===== src/rtl/vltx_pkg.sv =====
package vltx_pkg;

    // Default geometry of the transmit buffer
    localparam int DEF_BYTE_W    = 8;
    localparam int DEF_NUM_BYTES = 4;

    // Length codes as seen on the len_code port
    typedef enum logic [1:0] {
        LEN_8BIT  = 2'b00,
        LEN_16BIT = 2'b01,
        LEN_32BIT = 2'b10,
        LEN_BAD   = 2'b11
    } len_code_e;

    // Control state of the top level: pending-word flag
    typedef struct packed {
        logic full;
    } ctl_state_t;

endpackage


===== src/rtl/vltx_regbank.sv =====
module vltx_regbank #(
    parameter int BYTE_W    = vltx_pkg::DEF_BYTE_W,
    parameter int NUM_BYTES = vltx_pkg::DEF_NUM_BYTES,
    localparam int ADDR_W   = $clog2(NUM_BYTES),
    localparam int WORD_W   = BYTE_W * NUM_BYTES
) (
    input  logic              clk,
    input  logic              rst_n,
    input  logic              we,
    input  logic [ADDR_W-1:0] addr,
    input  logic [BYTE_W-1:0] wdata,
    input  logic [ADDR_W:0]   nvalid,   // number of bytes in use, 0 = none
    output logic [BYTE_W-1:0] rdata,
    output logic [WORD_W-1:0] word
);

    typedef struct packed {
        logic [NUM_BYTES-1:0][BYTE_W-1:0] bytes;
    } bank_t;

    bank_t bank_d, bank_q;
    logic [NUM_BYTES-1:0] wr_hit;
    logic                 addr_ok;

    assign addr_ok = ({1'b0, addr} < nvalid);

    // Per-byte write decode: hit only when the byte is inside the frame
    for (genvar g = 0; g < NUM_BYTES; g++) begin : g_dec
        localparam logic [ADDR_W:0] IDX = (ADDR_W + 1)'(g);
        assign wr_hit[g] = we && (addr == IDX[ADDR_W-1:0]) && (IDX < nvalid);
    end

    always_comb begin
        bank_d = bank_q;
        for (int i = 0; i < NUM_BYTES; i++) begin
            if (wr_hit[i]) begin
                bank_d.bytes[i] = wdata;
            end
        end
    end

    always_ff @(posedge clk or negedge rst_n) begin
        if (!rst_n) begin
            bank_q <= '0;
        end else begin
            bank_q <= bank_d;
        end
    end

    always_comb begin
        rdata = '0;
        if (addr_ok) begin
            rdata = bank_q.bytes[addr];
        end
    end

    assign word = bank_q.bytes;

    // writes outside the active frame leave the bank untouched
    p_ignore_invalid_wr_r5: assert property (@(posedge clk) disable iff (!rst_n)
        (we && !addr_ok) |=> $stable(word))
        else $error("write outside active length changed the bank");

    // a valid write lands in the bank by the next cycle
    p_valid_wr_lands_r2: assert property (@(posedge clk) disable iff (!rst_n)
        (we && addr_ok) |=> (bank_q.bytes[$past(addr)] == $past(wdata)))
        else $error("valid write not stored");

endmodule


===== src/rtl/vltx_shifter.sv =====
module vltx_shifter #(
    parameter int WORD_W  = 32,
    localparam int CNT_W  = $clog2(WORD_W + 1)
) (
    input  logic              clk,
    input  logic              rst_n,
    input  logic              load,
    input  logic [WORD_W-1:0] load_word,   // left aligned frame
    input  logic [CNT_W-1:0]  load_bits,
    input  logic              shift_en,
    output logic              sdo,
    output logic              busy,
    output logic              last_bit
);

    typedef struct packed {
        logic [WORD_W-1:0] sreg;
        logic [CNT_W-1:0]  cnt;
    } sh_state_t;

    sh_state_t sh_d, sh_q;

    always_comb begin
        sh_d = sh_q;
        if (load) begin
            sh_d.sreg = load_word;
            sh_d.cnt  = load_bits;
        end else if (shift_en && (sh_q.cnt != '0)) begin
            sh_d.sreg = {sh_q.sreg[WORD_W-2:0], 1'b0};
            sh_d.cnt  = sh_q.cnt - 1'b1;
        end
    end

    always_ff @(posedge clk or negedge rst_n) begin
        if (!rst_n) begin
            sh_q <= '0;
        end else begin
            sh_q <= sh_d;
        end
    end

    assign sdo      = sh_q.sreg[WORD_W-1];
    assign busy     = (sh_q.cnt != '0);
    assign last_bit = (sh_q.cnt == CNT_W'(1));

    // without a strobe or a load the frame holds still
    p_hold_without_tick_r8: assert property (@(posedge clk) disable iff (!rst_n)
        (busy && !shift_en && !load) |=> ($stable(sh_q.sreg) && $stable(busy)))
        else $error("shift register moved without a strobe");

    // a frame train only ends on a strobe
    p_end_on_tick_r10: assert property (@(posedge clk) disable iff (!rst_n)
        $fell(busy) |-> $past(shift_en))
        else $error("busy fell without a strobe");

    // a load never cuts a running frame short
    p_load_only_at_end_r9: assert property (@(posedge clk) disable iff (!rst_n)
        (load && busy) |-> (last_bit && shift_en))
        else $error("load while frame still had bits to send");

endmodule


===== src/rtl/vltx_buffer.sv =====
module vltx_buffer #(
    parameter int BYTE_W    = vltx_pkg::DEF_BYTE_W,
    parameter int NUM_BYTES = vltx_pkg::DEF_NUM_BYTES,
    localparam int ADDR_W   = $clog2(NUM_BYTES),
    localparam int WORD_W   = BYTE_W * NUM_BYTES,
    localparam int CNT_W    = $clog2(WORD_W + 1)
) (
    input  logic              clk,
    input  logic              rst_n,
    input  logic [1:0]        len_code,
    input  logic              host_we,
    input  logic [ADDR_W-1:0] host_addr,
    input  logic [BYTE_W-1:0] host_wdata,
    output logic [BYTE_W-1:0] host_rdata,
    input  logic              shift_en,
    output logic              tx_empty,
    output logic              tx_busy,
    output logic              sdo
);
    import vltx_pkg::*;

    // Largest legal code: 2**code bytes must fit the bank
    localparam logic [1:0] MAX_CODE = 2'(ADDR_W);

    ctl_state_t ctl_d, ctl_q;

    logic              len_ok;
    logic [ADDR_W:0]   nvalid;
    logic              wr_top;
    logic              load;
    logic [WORD_W-1:0] bank_word;
    logic [WORD_W-1:0] frame_word;
    logic [CNT_W-1:0]  frame_bits;
    logic              sh_busy;
    logic              sh_last;

    // Length decode
    always_comb begin
        len_ok = (len_code <= MAX_CODE);
        nvalid = len_ok ? ((ADDR_W + 1)'(1) << len_code) : '0;
    end

    // Frame geometry: bit count and left alignment for MSB-first output
    always_comb begin
        frame_bits = CNT_W'(nvalid) * CNT_W'(BYTE_W);
        frame_word = bank_word << (CNT_W'(WORD_W) - frame_bits);
    end

    // Top-byte write marks the buffer full; a load drains it
    always_comb begin
        wr_top = host_we && (nvalid != '0) && ({1'b0, host_addr} == (nvalid - 1'b1));
        load   = ctl_q.full && len_ok && (!sh_busy || (sh_last && shift_en));
        ctl_d  = ctl_q;
        if (load) begin
            ctl_d.full = 1'b0;
        end
        if (wr_top) begin
            ctl_d.full = 1'b1;
        end
    end

    always_ff @(posedge clk or negedge rst_n) begin
        if (!rst_n) begin
            ctl_q <= '0;
        end else begin
            ctl_q <= ctl_d;
        end
    end

    vltx_regbank #(
        .BYTE_W    (BYTE_W),
        .NUM_BYTES (NUM_BYTES)
    ) u_bank (
        .clk    (clk),
        .rst_n  (rst_n),
        .we     (host_we),
        .addr   (host_addr),
        .wdata  (host_wdata),
        .nvalid (nvalid),
        .rdata  (host_rdata),
        .word   (bank_word)
    );

    vltx_shifter #(
        .WORD_W (WORD_W)
    ) u_shift (
        .clk       (clk),
        .rst_n     (rst_n),
        .load      (load),
        .load_word (frame_word),
        .load_bits (frame_bits),
        .shift_en  (shift_en),
        .sdo       (sdo),
        .busy      (sh_busy),
        .last_bit  (sh_last)
    );

    assign tx_empty = !ctl_q.full;
    assign tx_busy  = sh_busy;

    // a frame train never starts under the forbidden length code
    p_no_start_bad_len_r4: assert property (@(posedge clk) disable iff (!rst_n)
        $rose(tx_busy) |-> ($past(len_code) != LEN_BAD))
        else $error("transfer started with forbidden length");

    // the empty flag only drops because of a host write
    p_empty_clear_by_write_r6: assert property (@(posedge clk) disable iff (!rst_n)
        $fell(tx_empty) |-> $past(host_we))
        else $error("empty flag cleared without a write");

    // the empty flag only rises when a word enters the shifter
    p_empty_set_by_load_r7: assert property (@(posedge clk) disable iff (!rst_n)
        $rose(tx_empty) |-> tx_busy)
        else $error("empty flag set without a load");

endmodule


===== config.mk =====
export PLATFORM = sky130hd
export DESIGN_NAME = vltx_buffer
export DESIGN_NICKNAME = d
export VERILOG_FILES = /design/src/rtl/vltx_pkg.sv /design/src/rtl/vltx_regbank.sv /design/src/rtl/vltx_shifter.sv /design/src/rtl/vltx_buffer.sv
export SDC_FILE = /design/constraint.sdc
export NUM_CORES = 1
export LEC_CHECK = 0
export BUFFER_PORTS_ARGS = -buffer_cell sky130_fd_sc_hd__buf_2
export CORE_MARGIN = 2
export CORE_UTILIZATION = 40
export CTS_CLUSTER_SIZE = 30
export DETAILED_ROUTE_END_ITERATION = 8
export HOLD_SLACK_MARGIN = 0.02
export PLACE_DENSITY = 0.57
export SLEW_MARGIN = 20
export SYNTH_ARGS = -nofsm -noshare
export SYNTH_HDL_FRONTEND = slang
export SYNTH_SLANG_ARGS = --single-unit

===== constraint.sdc =====
create_clock -name clk -period 2.4 [get_ports clk]
set_input_delay 0.12 -clock clk [delete_from_list [all_inputs] [get_ports clk]]
set_output_delay 0.12 -clock clk [all_outputs]
set_load 0.02 [all_outputs]

==> results.sh <==
export IMPL_status="finished clean"
export IMPL_crit_fanout=8
export IMPL_drive_gt1_share_pct=36.7
export IMPL_viasPerCell=5.79
export IMPL_fin_ws_ns=0.241
export IMPL_p_clk_share_pct=20.4
export IMPL_cp_start_kind="register"
export IMPL_rsz0062_at_grt="false"
export IMPL_post_cts_resized=0
export IMPL_vias=2883
export IMPL_drc=0
export IMPL_setup_violations=0
export IMPL_gp_congestion=0.864
export IMPL_netSwitchingPower_w=0.00151
export IMPL_synthDistinctLibCells=50
export IMPL_hpwl_um=6770
export IMPL_critPathKind="register to register"
export IMPL_post_place_ws_ns=0.268
export IMPL_switching_share_pct=35.3
export IMPL_relSlewSlack_pct=53.2
export IMPL_core_area_um2=9680
export IMPL_worstPathRequired_ns=2.70
export IMPL_end_kind="register"
export IMPL_area_delta_synth_final_pct=13.1
export IMPL_p_seq_share_pct=46.5
export IMPL_worstMarginPinSlew_ns=0.700
export IMPL_synth_area_per_cell_um2=12.1
export IMPL_hp_start="host_wdata[6]"
export IMPL_finalCritPeriodShare_pct=89.9
export IMPL_cts_tree="done"
export IMPL_cts_root_buf="clkbuf_8"
export IMPL_final_common_cell="dfrtp_1"
export IMPL_cts_num_sinks=71
export IMPL_fin_worst_skew_ns=0.00600
export IMPL_cp_arrival_ns=2.45
export IMPL_postRouteAntennaNets=0
export IMPL_r2r_cells=4
export IMPL_first_pass_iters=4
export IMPL_grt_ovfl_total=0
export IMPL_drv_slew=0
export IMPL_die_area_um2=10700
export IMPL_fmax_mhz=463
export IMPL_die_height_um=104
export IMPL_maxCapViolCount=0
export IMPL_routed_wl_um=9490
export IMPL_postCtsHoldBufs=1
export IMPL_wl_per_cell_um=19.1
export IMPL_synth_ff_type="dfrtp_1"
export IMPL_grt_use_total_pct=18.9
export IMPL_max_vdd_ir_drop_mv=0.356
export IMPL_hold_viol=0
export IMPL_row_count=36
export IMPL_grt_max_degree=72
export IMPL_cts_setup_buffers=0
export IMPL_synth_seq_cells=71
export IMPL_clk_path_buf_depth=2
export IMPL_hold_depth=2
export IMPL_final_cell_mix="71 x dfrtp_1, 36 x mux2_2, 26 x buf_2"
export IMPL_antenna_cells=0
export IMPL_p_per_area_nw_per_um2=951
export IMPL_clock_latency_ns=0.35
export IMPL_hp_class="input pin to register"
export IMPL_grt_pass1_wl_um=16000
export IMPL_synth_edf_count=0
export IMPL_r2r_slack_ns=0.24
export IMPL_whs_endpoint="u_bank.word[14]$_DFFE_PN0P_"
export IMPL_nets=387
export IMPL_async_reset_ff_share_pct=100
export IMPL_synth_cells=329
export IMPL_die_w_um=104
export IMPL_ys_seq_area_share_pct=44.8
export IMPL_period_minus_slack_ns=2.16
export IMPL_pwr_share_comb_pct=33.1
export IMPL_antenna_found_initial=0
export IMPL_grt_pass1_vias=2927
export IMPL_syn_cell_area_um2=3970
export IMPL_slowest_delay_ns=0.76
export IMPL_worst_path_max_delay_cell="or4_1"
export IMPL_start_util_pct=41.0
export IMPL_p_int_w=0.00276
export IMPL_r2r_start="u_shift.sh_q[4]$_DFFE_PN0P_"
export IMPL_crit_top_cell="or4_1"
export IMPL_clkTransAtPathRegs_ns=0.08
export IMPL_fin_setup_tns_ns=0
export IMPL_synth_fp_nets=356
export IMPL_ios=27
export IMPL_numPortBuffers=26
export IMPL_htreeDepth=3
export IMPL_yosysWarnings=0
export IMPL_drt_initial_drc_count=202
export IMPL_cp_cell_sequence="or4_1 > or4_1 > a211oi_2 > a221o_1"
export IMPL_numCtsBuffers=9
export IMPL_p_leak_nw=1.84
export IMPL_r2r_end="u_shift.sh_q[28]$_DFFE_PN0P_"
==> worst max-delay path, delay by kind of cell, from the launching register on <==
kind               cells  cell delay (ns)
AOI/OAI and AO/OA      2             0.37
DFF                    1             0.43
and+or+nand+nor        2             1.30
==> state kept, by name, summed over array words and instances, names as in the netlist <==
name,count
u_shift.sh_q,37
u_bank.word,32
ctl_q,1
u_shift.sdo,1
==> per-stage QoR <==
step / std cells / hold slack (ns) / area, um2 / util [%] / power (W)
after floorplan: 329 / -0.176 / 3970 / - / 0.00294
after global placement: 481 / 0.189 / 4300 / 44.4 / 0.00338
after detailed placement: 481 / 0.182 / 4300 / 44.4 / 0.00341
after CTS: 498 / 0.0265 / 4490 / 46.3 / 0.00429
after global routing: 498 / 0.0388 / 4490 / 46.3 / 0.00454
final: 498 / 0.0410 / 4490 / 46.3 / 0.00427
==> layout make-up <==
| class | instances | area, um2 |
|---|---|---|
| fillers | 910 | 5200 |
| multi-input cells | 226 | 2060 |
| flip-flops and latches | 71 | 1780 |
| repair buffers | 41 | 270 |
| well taps | 133 | 166 |
| clock buffers | 11 | 141 |
| inverters | 11 | 41.3 |
| clock inverters | 5 | 33.8 |
==> cell families (layout without fill, tap and decap cells) <==
kind of cell               count (synthesis)  after routing  share of synthesized area, %
muxes                                     53             53                          19.6
buffers and inverters                     32             68                          3.37
adders and majority gates                 11             11                          3.47
DFF                                       71             71                          44.8
AOI/OAI and AO/OA                         83             83                          17.6
xor gates and xnor gates                   2              2                         0.442
and+or+nand+nor                           77             77                          10.8
==> per-layer routing <==
layer  track usage, %  part of all wire (%)
met3             2.45                   3.8
met4             7.53                   1.8
met1             28.1                    49
met5                0                     0
met2             28.1                    46
==> power groups by stage <==
| stage | clock network, W | registers [W] | logic, W |
|---|---|---|---|
| 2_1_floorplan | 0 | 0.00186 | 0.00108 |
| 3_3_place_gp | 0 | 0.00199 | 0.00139 |
| 3_5_place_dp | 0 | 0.00199 | 0.00141 |
| 4_1_cts | 0.000895 | 0.00198 | 0.00142 |
| 5_1_grt | 0.000938 | 0.00204 | 0.00156 |
| 6_report | 0.000872 | 0.00198 | 0.00141 |
==> worst max path at each step <==
stage | startpoint | cells past startpoint | to | slack (ns)
2_1_floorplan | u_shift.sh_q[3]$_DFFE_PN0P_ | 6 | u_shift.sh_q[13]$_DFFE_PN0P_ | 0.36
3_3_place_gp | u_shift.sh_q[3]$_DFFE_PN0P_ | 4 | u_shift.sh_q[23]$_DFFE_PN0P_ | 0.29
3_5_place_dp | u_shift.sh_q[4]$_DFFE_PN0P_ | 4 | u_shift.sh_q[36]$_DFFE_PN0P_ | 0.27
4_1_cts | u_shift.sh_q[4]$_DFFE_PN0P_ | 4 | u_shift.sh_q[28]$_DFFE_PN0P_ | 0.23
5_1_grt | u_shift.sh_q[2]$_DFFE_PN0P_ | 4 | u_shift.sh_q[30]$_DFFE_PN0P_ | 0.02
6_report | u_shift.sh_q[4]$_DFFE_PN0P_ | 4 | u_shift.sh_q[28]$_DFFE_PN0P_ | 0.24
==> synthesized netlist by cell type, drive strengths merged, types with 2 or more instances <==
| cell type | count | share of area (%) |
|---|---|---|
| o21ai | 18 | 2.4 |
| buf | 10 | 1.3 |
| nor3 | 2 | 0.25 |
| inv | 10 | 0.95 |
| o221a | 15 | 4.3 |
| nor2 | 6 | 0.57 |
| nand3 | 11 | 1.4 |
| nor2b | 9 | 1.4 |
| mux4 | 16 | 9.1 |
| a22o | 3 | 0.66 |
| mux2 | 36 | 10 |
| a211oi | 14 | 3.5 |
| a221o | 9 | 2.3 |
| a21oi | 3 | 0.38 |
| ha | 11 | 3.5 |
| a22oi | 12 | 2.3 |
| a32oi | 2 | 0.44 |
| nor4 | 3 | 1.2 |
| nand2 | 26 | 2.5 |
| nand4 | 2 | 0.32 |
| nor3b | 2 | 0.38 |
| or4 | 2 | 0.38 |
| and2 | 9 | 1.4 |
| clkbuf | 11 | 1.1 |
| dfrtp | 71 | 45 |
(Power assumes the default switching activity.)
